===== config.mk =====
export PLATFORM = sky130hd
export DESIGN_NAME = serreg_port
export DESIGN_NICKNAME = d
export VERILOG_FILES = /design/src/rtl/serreg_pkg.sv /design/src/rtl/serreg_sync.sv /design/src/rtl/serreg_twowire.sv /design/src/rtl/serreg_3wire.sv /design/src/rtl/serreg_regs.sv /design/src/rtl/serreg_port.sv
export SDC_FILE = /design/constraint.sdc
export NUM_CORES = 1
export LEC_CHECK = 0
export BUFFER_PORTS_ARGS = -buffer_cell sky130_fd_sc_hd__buf_2
export CORE_MARGIN = 2
export CORE_UTILIZATION = 56
export CTS_CLUSTER_DIAMETER = 60
export DETAILED_ROUTE_END_ITERATION = 12
export PLACE_DENSITY = 0.89
export SLEW_MARGIN = 10
export SYNTH_ARGS = -nofsm -noshare
export SYNTH_HDL_FRONTEND = slang
export SYNTH_SLANG_ARGS = --single-unit

===== constraint.sdc =====
create_clock -name clk -period 6.35 [get_ports clk]
set_clock_uncertainty 0.2 [all_clocks]
set_input_delay 1.27 -clock clk [delete_from_list [all_inputs] [get_ports clk]]
set_output_delay 1.27 -clock clk [all_outputs]
set_load 0.02 [all_outputs]

===== src/rtl/serreg_pkg.sv =====
package serreg_pkg;
  localparam int NCH        = 3;
  localparam int COARSE_W   = 7;
  localparam int FINE_W     = 5;
  localparam int CLAMP_W    = 8;
  localparam int DIV_W      = 12;
  localparam int SUB_COARSE = 0;
  localparam int SUB_FINE   = 3;
  localparam int SUB_CLAMP  = 6;
  localparam int SUB_DIV_HI = 9;
  localparam int SUB_DIV_LO = 10;

  typedef enum logic [2:0] {
    TW_IDLE, TW_ADDR, TW_SUB, TW_DATA, TW_SKIP
  } tw_state_e;
endpackage


===== src/rtl/serreg_sync.sv =====
module serreg_sync #(
  parameter int N = 3
) (
  input  logic         clk,
  input  logic         rst_n,
  input  logic [N-1:0] din,
  output logic [N-1:0] q,
  output logic [N-1:0] q_d
);
  for (genvar i = 0; i < N; i++) begin : g_bit
    logic s1, s2, s3;
    always_ff @(posedge clk or negedge rst_n) begin
      if (!rst_n) begin
        s1 <= 1'b0;
        s2 <= 1'b0;
        s3 <= 1'b0;
      end else begin
        s1 <= din[i];
        s2 <= s1;
        s3 <= s2;
      end
    end
    assign q[i]   = s2;
    assign q_d[i] = s3;
  end
endmodule


===== src/rtl/serreg_twowire.sv =====
module serreg_twowire
  import serreg_pkg::*;
(
  input  logic       clk,
  input  logic       rst_n,
  input  logic       en,
  input  logic [6:0] dev_addr,
  input  logic       scl,
  input  logic       sda,
  input  logic       scl_d,
  input  logic       sda_d,
  output logic       we_o,
  output logic [7:0] waddr_o,
  output logic [7:0] wdata_o,
  output logic       ack_o
);
  tw_state_e  st_q, st_n;
  logic [3:0] cnt_q, cnt_n;
  logic [7:0] sh_q, sh_n, sub_q, sub_n;
  logic       ack_q, ack_n, we_n;

  logic scl_rise, scl_fall, start_c, stop_c;
  assign scl_rise = scl & ~scl_d;
  assign scl_fall = ~scl & scl_d;
  assign start_c  = scl & scl_d & sda_d & ~sda;
  assign stop_c   = scl & scl_d & ~sda_d & sda;

  always_comb begin
    st_n  = st_q;
    cnt_n = cnt_q;
    sh_n  = sh_q;
    sub_n = sub_q;
    ack_n = ack_q;
    we_n  = 1'b0;
    if (!en) begin
      st_n  = TW_IDLE;
      cnt_n = 4'd0;
      ack_n = 1'b0;
    end else if (start_c) begin
      st_n  = TW_ADDR;
      cnt_n = 4'd0;
      ack_n = 1'b0;
    end else if (stop_c) begin
      st_n  = TW_IDLE;
      cnt_n = 4'd0;
      ack_n = 1'b0;
    end else if (st_q != TW_IDLE && st_q != TW_SKIP) begin
      if (scl_rise && cnt_q < 4'd8) begin
        sh_n  = {sh_q[6:0], sda};
        cnt_n = cnt_q + 4'd1;
      end else if (scl_fall && cnt_q == 4'd8) begin
        cnt_n = 4'd9;
        case (st_q)
          TW_ADDR: begin
            if (sh_q[7:1] == dev_addr && !sh_q[0]) ack_n = 1'b1;
            else begin
              st_n  = TW_SKIP;
              cnt_n = 4'd0;
            end
          end
          TW_SUB: begin
            ack_n = 1'b1;
            sub_n = sh_q;
          end
          TW_DATA: begin
            ack_n = 1'b1;
            we_n  = 1'b1;
          end
          default: ;
        endcase
      end else if (scl_fall && cnt_q == 4'd9) begin
        cnt_n = 4'd0;
        ack_n = 1'b0;
        case (st_q)
          TW_ADDR: st_n  = TW_SUB;
          TW_SUB:  st_n  = TW_DATA;
          TW_DATA: sub_n = sub_q + 8'd1;
          default: ;
        endcase
      end
    end
  end

  always_ff @(posedge clk or negedge rst_n) begin
    if (!rst_n) begin
      st_q  <= TW_IDLE;
      cnt_q <= 4'd0;
      sh_q  <= 8'd0;
      sub_q <= 8'd0;
      ack_q <= 1'b0;
    end else begin
      st_q  <= st_n;
      cnt_q <= cnt_n;
      sh_q  <= sh_n;
      sub_q <= sub_n;
      ack_q <= ack_n;
    end
  end

  assign we_o    = we_n;
  assign waddr_o = sub_q;
  assign wdata_o = sh_q;
  assign ack_o   = ack_q;


  ack_slot_chk: assert property (@(posedge clk) disable iff (!rst_n)
    ack_q |-> cnt_q == 4'd9);

  write_state_chk: assert property (@(posedge clk) disable iff (!rst_n)
    we_o |-> st_q == TW_DATA);
endmodule


===== src/rtl/serreg_3wire.sv =====
module serreg_3wire (
  input  logic       clk,
  input  logic       rst_n,
  input  logic       en,
  input  logic       scl,
  input  logic       sda,
  input  logic       sen,
  input  logic       scl_d,
  input  logic       sen_d,
  output logic       we_o,
  output logic [7:0] waddr_o,
  output logic [7:0] wdata_o
);
  localparam int FRAME = 16;
  localparam logic [4:0] CNT_FULL = 5'(FRAME);
  localparam logic [4:0] CNT_OVER = 5'(FRAME + 1);

  logic [4:0]  cnt_q, cnt_n;
  logic [15:0] sh_q, sh_n;
  logic        scl_rise, sen_fall;

  assign scl_rise = scl & ~scl_d;
  assign sen_fall = ~sen & sen_d;

  always_comb begin
    cnt_n = cnt_q;
    sh_n  = sh_q;
    if (!en || !sen) begin
      cnt_n = 5'd0;
    end else if (scl_rise) begin
      sh_n = {sh_q[14:0], sda};
      if (cnt_q != CNT_OVER) cnt_n = cnt_q + 5'd1;
    end
  end

  always_ff @(posedge clk or negedge rst_n) begin
    if (!rst_n) begin
      cnt_q <= 5'd0;
      sh_q  <= 16'd0;
    end else begin
      cnt_q <= cnt_n;
      sh_q  <= sh_n;
    end
  end

  assign we_o    = en & sen_fall & (cnt_q == CNT_FULL);
  assign waddr_o = sh_q[15:8];
  assign wdata_o = sh_q[7:0];


  frame_clear_chk: assert property (@(posedge clk) disable iff (!rst_n)
    we_o |=> cnt_q == 5'd0);
endmodule


===== src/rtl/serreg_regs.sv =====
module serreg_regs
  import serreg_pkg::*;
#(
  parameter int CH  = NCH,
  parameter int CW  = COARSE_W,
  parameter int FW  = FINE_W,
  parameter int KW  = CLAMP_W,
  parameter int PW  = DIV_W
) (
  input  logic             clk,
  input  logic             rst_n,
  input  logic             wr_en,
  input  logic             dis,
  input  logic [7:0]       waddr,
  input  logic [7:0]       wdata,
  output logic [CH*CW-1:0] coarse_o,
  output logic [CH*FW-1:0] fine_o,
  output logic [CH*KW-1:0] clamp_o,
  output logic [PW-1:0]    div_o
);
  localparam int PH = PW - 8;

  logic [CH*CW-1:0] coarse_q, coarse_n;
  logic [CH*FW-1:0] fine_q, fine_n;
  logic [CH*KW-1:0] clamp_q, clamp_n;
  logic [PW-1:0]    div_q, div_n;
  logic             wr;

  assign wr = wr_en & ~dis;

  always_comb begin
    coarse_n = coarse_q;
    fine_n   = fine_q;
    clamp_n  = clamp_q;
    div_n    = div_q;
    for (int i = 0; i < CH; i++) begin
      if (wr && waddr == 8'(SUB_COARSE + i)) coarse_n[i*CW +: CW] = wdata[CW-1:0];
      if (wr && waddr == 8'(SUB_FINE + i))   fine_n[i*FW +: FW]   = wdata[FW-1:0];
      if (wr && waddr == 8'(SUB_CLAMP + i))  clamp_n[i*KW +: KW]  = wdata[KW-1:0];
    end
    if (wr && waddr == 8'(SUB_DIV_HI)) div_n[PW-1:8] = wdata[PH-1:0];
    if (wr && waddr == 8'(SUB_DIV_LO)) div_n[7:0]    = wdata;
  end

  always_ff @(posedge clk or negedge rst_n) begin
    if (!rst_n) begin
      coarse_q <= '0;
      fine_q   <= '0;
      clamp_q  <= '0;
      div_q    <= '0;
    end else begin
      coarse_q <= coarse_n;
      fine_q   <= fine_n;
      clamp_q  <= clamp_n;
      div_q    <= div_n;
    end
  end

  assign coarse_o = coarse_q;
  assign fine_o   = fine_q;
  assign clamp_o  = clamp_q;
  assign div_o    = div_q;


  freeze_chk: assert property (@(posedge clk) disable iff (!rst_n)
    dis |=> $stable({coarse_q, fine_q, clamp_q, div_q}));
endmodule


===== src/rtl/serreg_port.sv =====
module serreg_port
  import serreg_pkg::*;
#(
  parameter int         CH        = NCH,
  parameter int         CW        = COARSE_W,
  parameter int         FW        = FINE_W,
  parameter int         KW        = CLAMP_W,
  parameter int         PW        = DIV_W,
  parameter logic [6:0] BASE_ADDR = 7'h4C
) (
  input  logic             clk,
  input  logic             rst_n,
  input  logic             mode_i2c,
  input  logic             dis,
  input  logic [1:0]       addr_sel,
  input  logic             scl,
  input  logic             sda,
  input  logic             sen,
  output logic             sda_oe,
  output logic [CH*CW-1:0] coarse_gain,
  output logic [CH*FW-1:0] fine_gain,
  output logic [CH*KW-1:0] clamp_code,
  output logic [PW-1:0]    pll_div
);
  logic       rst_m, rst_s;
  logic [2:0] pin_q, pin_qd;
  logic       tw_we, w3_we, we;
  logic [7:0] tw_addr, tw_data, w3_addr, w3_data, waddr, wdata;
  logic       en_tw, en_w3;
  logic [6:0] dev_addr;

  always_ff @(posedge clk or negedge rst_n) begin
    if (!rst_n) begin
      rst_m <= 1'b0;
      rst_s <= 1'b0;
    end else begin
      rst_m <= 1'b1;
      rst_s <= rst_m;
    end
  end

  assign en_tw    = mode_i2c & ~dis;
  assign en_w3    = ~mode_i2c & ~dis;
  assign dev_addr = {BASE_ADDR[6:2], addr_sel};

  serreg_sync #(.N(3)) u_sync (
    .clk(clk), .rst_n(rst_s), .din({sen, sda, scl}), .q(pin_q), .q_d(pin_qd)
  );

  serreg_twowire u_tw (
    .clk(clk), .rst_n(rst_s), .en(en_tw), .dev_addr(dev_addr),
    .scl(pin_q[0]), .sda(pin_q[1]), .scl_d(pin_qd[0]), .sda_d(pin_qd[1]),
    .we_o(tw_we), .waddr_o(tw_addr), .wdata_o(tw_data), .ack_o(sda_oe)
  );

  serreg_3wire u_w3 (
    .clk(clk), .rst_n(rst_s), .en(en_w3),
    .scl(pin_q[0]), .sda(pin_q[1]), .sen(pin_q[2]),
    .scl_d(pin_qd[0]), .sen_d(pin_qd[2]),
    .we_o(w3_we), .waddr_o(w3_addr), .wdata_o(w3_data)
  );

  assign we    = mode_i2c ? tw_we   : w3_we;
  assign waddr = mode_i2c ? tw_addr : w3_addr;
  assign wdata = mode_i2c ? tw_data : w3_data;

  serreg_regs #(.CH(CH), .CW(CW), .FW(FW), .KW(KW), .PW(PW)) u_regs (
    .clk(clk), .rst_n(rst_s), .wr_en(we), .dis(dis), .waddr(waddr), .wdata(wdata),
    .coarse_o(coarse_gain), .fine_o(fine_gain), .clamp_o(clamp_code), .div_o(pll_div)
  );


  w3_quiet_chk: assert property (@(posedge clk) disable iff (!rst_s)
    mode_i2c |-> !w3_we);

  tw_quiet_chk: assert property (@(posedge clk) disable iff (!rst_s)
    !mode_i2c |-> (!tw_we && !$rose(sda_oe)));
endmodule


# ---- Word level (Yosys, flattened, before mapping)
# Cells that the tools add are included.
dict set report word_totals {
  ff_bits 128
  latch_bits 0
  mem_bits_rw 0
  romBits 0
  out_inout_bits 73
  word_cells 165
  n_memories 0
}
dict set report classes {
  add_sub_neg 3
  multipliers 0
  div 0
  n_lt_le_gt_ge 1
  n_eq_ne 29
  shifts 0
  muxes 45
  bitwise_logic 24
  reduce_logical 34
}
# op count
set op_table {}
lappend op_table {{8-bit 2-to-1 mux} 6}
lappend op_table {{4-bit 2-to-1 mux} 9}
lappend op_table {{8-bit by 3-bit equality test with 1-bit output, second input constant} 4}
lappend op_table {{3-bit 2-to-1 mux} 9}
lappend op_table {{8-bit by 4-bit equality test with 1-bit output, second input constant} 3}
lappend op_table {{6-bit inequality test, second input constant} 4}
lappend op_table {{5-bit inequality test, second input constant} 4}
lappend op_table {{8-bit by 2-bit equality test with 1-bit output, second input constant} 2}
lappend op_table {{1-bit logical AND} 16}
lappend op_table {{1-bit 2-to-1 mux} 16}
lappend op_table {{5-bit 2-to-1 mux} 3}
lappend op_table {{1-bit bitwise AND} 13}
lappend op_table {{1-bit NOT} 11}
lappend op_table {{5-bit AND reduction} 2}
lappend op_table {{8-bit by 1-bit adder with 8-bit output, second input constant} 1}
lappend op_table {{4-bit equality test, second input constant} 2}
lappend op_table {{8-bit by 1-bit equality test with 1-bit output, second input constant} 1}
lappend op_table {{8-bit logical NOT} 1}
lappend op_table {{4-bit inequality test, second input constant} 2}
lappend op_table {{8-bit AND reduction} 1}
lappend op_table {{2-bit nonzero test} 4}
lappend op_table {{7-bit equality test} 1}
lappend op_table {{3-bit by 2-bit equality test with 1-bit output, second input constant} 2}
lappend op_table {{3-bit one-hot mux with 2 select lines} 1}
lappend op_table {{other kinds (14)} 18}

# ---- Depth between registers and ports, before layout
dict set report depth {
  depth_word 12
  depth_mapped 9
  depth_no_buf 7
}

# ---- By module
# A second synthesis with hierarchy kept.
dict set report unflattened {
  hier_cells 438
  hier_area_um2 5905.7
}
# mod n_inst cells_per_inst area_per_inst_um2 seq_area_each_um2
set modules_own_cells {}
lappend modules_own_cells {serreg_regs 1 170 2852.7 1801.7}
lappend modules_own_cells {serreg_twowire 1 159 1480.2 600.6}
lappend modules_own_cells {serreg_3wire 1 69 982.2 525.5}
lappend modules_own_cells {serreg_port 1 25 320.3 50.0}
lappend modules_own_cells {serreg_sync 1 15 270.3 225.2}

# ---- Least setup slack after synthesis
# OpenSTA, ideal clock, no wires.
dict set report synth_path {
  path_type {input -> register}
  start {in mode_i2c}
  end {reg u_regs.fine_q[10] (netlist: u_regs.fine_o[10])}
  setup_ps 125
  arrival_time_ps 2930
  required_time_ps 6025
  path_slack_ps 3095
  cell_stages 5
  path_buffers 2
  path_cell_list {clkbuf_8 -> buf_6 -> o32ai_1 -> nand3_1 -> mux2_2}
}
dict set report synth_between {
  elab_chain_len 7
  word_cells_on_any_way 12
  cone_classes {eq/ne: 1; mux: 4; bitwise: 6; reduce/logical: 1}
}
# item line_no
set synth_rtl {}
lappend synth_rtl {{start: declaration} serreg_port.sv:13} ;# input logic mode_i2c,
lappend synth_rtl {{1-bit NOT} serreg_port.sv:43} ;# assign en_w3 = ~mode_i2c & ~dis;
lappend synth_rtl {{1-bit bitwise AND} serreg_port.sv:43}
lappend synth_rtl {{1-bit bitwise AND (2 in a row)} serreg_3wire.sv:46} ;# assign we_o = en & sen_fall & (cnt_q == CNT_FULL);
lappend synth_rtl {{1-bit 2-to-1 mux} serreg_port.sv:63} ;# assign we = mode_i2c ? tw_we : w3_we;
lappend synth_rtl {{1-bit bitwise AND} serreg_regs.sv:29} ;# assign wr = wr_en & ~dis;
lappend synth_rtl {{1-bit logical AND} serreg_regs.sv:38} ;# if (wr && waddr == 8'(SUB_FINE + i)) fine_n[i*FW +: FW] = wdata[FW-1:0];
lappend synth_rtl {{end signal: assignment} serreg_regs.sv:53} ;# fine_q <= fine_n;
lappend synth_rtl {{end: declaration} serreg_regs.sv:24} ;# logic [CH*FW-1:0] fine_q, fine_n;
# Several ways; a longest one is shown, not always the timed one.
# A chain may end at the register's enable or synchronous reset.

# ---- Worst setup path after layout
dict set report layout_path {
  start {in mode_i2c}
  end {reg u_tw.sub_q[6] (netlist: u_tw.waddr_o[6])}
}
dict set report layout_between {
  elab_chain_len 2
}
# item line_no
set layout_rtl {}
lappend layout_rtl {{1-bit bitwise AND} serreg_port.sv:42} ;# assign en_tw = mode_i2c & ~dis;
lappend layout_rtl {{8-bit AND reduction (no source line)} -}
lappend layout_rtl {{end signal: assignment} serreg_twowire.sv:95} ;# sub_q <= sub_n;
lappend layout_rtl {{end: declaration} serreg_twowire.sv:19} ;# logic [7:0] sh_q, sh_n, sub_q, sub_n;
# Every way passes these cells.

==> results.yml <==
final_layout:
  fin_nets: 528
  nFillCells: 602
  layoutNonFillerInstCount: 658
  antennaDiodeCount: 0
  drive_gt1_share_pct: 43.24
  area_growth_pct: 20.43
  finish.utilization_pct: 69.28
sta:
  rsz0062_at_grt: "no"
  setup-tns-final_ps: 0
  layout_setup_ws_ps: 2958
  relSlewSlack_pct: 20.96
  fmax_ghz: 0.2948
  drv_slew: 0
  worst_pin_slew_ps: 1173
  setup_viol: 0
  hold_viol_final: 0
  min_period_ps: 3392
  fin_crit_sh_pct: 53.42
die:
  placementRows: 36
  dieArea_sq_um: 10860
  die_h_um: 104.2
  core_area_sq_um: 9774
  fp.dieW_um: 104.2
  io_pins: 82
  start_util_pct: 57.53
drt:
  drt_iter0_drc: 403
  firstDrtPassIters: 5
  drt_wl_total_um: 13910
  via_per_inst: 6.102
  routedWlPerCell_um: 21.14
  num_vias: 4015
  ant_nets: 0
  drcViolationCount: 0
logic_synthesis:
  synth_area_sq_um: 5623
  yosys.area.top_type: "dfrtp_1"
  synth_edf_count: 0
  synth_top_area_share_pct: 56.96
  yosysMostFrequentCell: "dfrtp_1"
  async_flop_share_pct: 100.0
  synthFlopType: "dfrtp_1"
  synthTopCellsByCount: "dfrtp_1, mux2_2, nor2_1"
  ys_types: 48
  yosys_register_bits: 128
  syn_inst: 428
  yosysWarnings: 0
  ys_seq_area_share_pct: 56.96
  synthesis.nets: 444
  synthTopCellsByArea: "dfrtp_1, mux2_2, nor2_1"
  synth_area_per_cell_sq_um: 13.14
critical_path:
  cp_slowest_cell: "a2111o_1"
  rr_startpoint: "u_tw.cnt_q[0]"
  r2r_cells: 8
  crit_chain: "buf_2 -> nor2b_1 -> o21ai_0 -> a2111o_1 -> o21ai_0 -> o21ai_0"
  critical_path_cell_count: 6
  cpMostUsedCell: "o21ai_0"
  crit_start: "mode_i2c"
  critical_path_class: "input port to flop"
  crit_family: "compound AO/OA/AOI/OAI gates"
  crit_end: "u_tw.waddr_o[6]"
  crit_required_ps: 6530
  timing.rr.end: "u_regs.fine_o[14]"
  arrival_ps: 3570
  r2r_slack_ps: 3360
  path_max_fanout: 26
  max_stage_delay_ps: 740
  path_buf_inv: 1
  critPathLaunchType: "input port"
  crit_path_end_kind: "flop"
clocking:
  cts-root-buf: "clkbuf_8"
  htreeDepth: 4
  clk_latency_ps: 530
  cts_setup_buffers: 0
  clkSinkCount: 128
  cts_buffers: 17
  cts_buffer_depth: 2
  cts.repair.resized: 0
  cts_hold_buf: 0
  tritoncts: "done"
  clkSlewWorstSetupHoldPaths_ps: 60
global_routing:
  grt_pass1_wl_um: 22830
  grt_most_used_layer: "met2"
  antenna_found_initial: 0
  grtUsageTotal_pct: 27.32
  grt_max_degree: 75
  use_met2_pct: 44.41
  use_met3_pct: 7.018
  met1_usage_pct: 34.03
  grt_pass1_vias: 4235
  overflow: 0
power:
  p_per_area_nw_per_um2: 297.7
  power_leakage_nw: 3.436
  ir_worst_vdd_mv: 0.2308
run_status:
  run_status: "finished, final reports clean"
min_path:
  min_path_type: "flop to flop"
  holdPathStages: 0
flow_run:
  cap_viol_max_count: 0
place:
  place_ws_ps: 2568
  dpl.hpwl_um: 8456
  place_congestion: 0.8612
  placed_cells: 626
  io_buffer_count: 81
==> cell type report <==
cell class	count	area (sq um)	area share, %
clock inverter	9	203.9	3.012
clock buffer	23	456.7	6.744
sequential	128	3207	47.36
multi-input combinational	267	2261	33.39
tap	133	166.4	2.458
inverter	15	56.30	0.8315
timing repair buffer	83	420.4	6.208
==> where the power goes <==
part	switching [mW]	internal (mW)	total (mW)
clock	0.351	0.739	1.09
combinational	0.0476	0.0246	0.0722
sequential	0.0240	0.830	0.854
total	0.423	1.59	2.02
==> how the worst min path moves through the flow <==
stage / start / endpoint / slack [ps]
floorplan: rst_m / rst_s / 130
global placement: u_sync.g_bit[0].s1 / u_sync.g_bit[0].s2 / 130
detailed placement: u_sync.g_bit[2].s1 / u_sync.g_bit[2].s2 / 130
CTS: u_sync.g_bit[2].s1 / u_sync.g_bit[2].s2 / 150
global route: rst_m / rst_s / 150
finish: u_sync.g_bit[0].s1 / u_sync.g_bit[0].s2 / 150
==> sequential cells by signal (all words and copies together), names as in the netlist <==
name             flops
u_tw.cnt_q           4
u_tw.wdata_o         8
rst_s                1
u_regs.coarse_o     21
u_tw.st_q            3
rst_m                1
u_sync.g_bit.s3      3
u_tw.ack_o           1
u_regs.fine_o       15
u_sync.g_bit.s1      3
u_w3.sh_q           16
u_sync.g_bit.s2      3
u_w3.cnt_q           5
u_tw.waddr_o         8
u_regs.div_o        12
u_regs.clamp_o      24
==> per-layer routing <==
| layer | routed length [um] | share of wire (%) |
|---|---|---|
| met2 | 7180 | 52 |
| met1 | 5416 | 39 |
| met4 | 469 | 3.4 |
| met3 | 843 | 6.1 |
| met5 | 0 | 0 |
==> through the flow <==
stage	power [mW]	hold slack, ps	cell area [sq um]
after floorplan	0.9120	131.2	5623
after global placement	0.9336	134.2	6111
after detailed placement	0.9365	134.7	6111
after CTS	2.021	147.5	6771
after global routing	2.067	153.6	6771
final	2.016	145.8	6771
==> cell families after synthesis <==
kind of cell / share of synthesized area (%)
buf+inv: 2.826
simple gates: 9.702
mux: 20.76
fa+ha+maj: 1.558
xor+xnor: 1.246
flops: 56.96
other cells: 0.06669
compound gates: 6.876
==> layout by cell type, fill, tap and decap left out, types with 5 or more instances in the layout <==
master / synthesis / final
inv_1: 15 / 15
nand3_2: 5 / 5
bufinv_16: 0 / 6
xnor2_1: 5 / 5
nor2_1: 25 / 25
dfrtp_1: 128 / 127
mux2_2: 100 / 100
o21ai_0: 15 / 15
nor3_1: 7 / 7
clkbuf_16: 0 / 16
ha_1: 7 / 7
nand2_1: 13 / 13
buf_2: 0 / 81
o32ai_1: 9 / 9
nand3_1: 10 / 10
a21oi_1: 13 / 13
No activity file was read; power rests on OpenSTA's default activity.
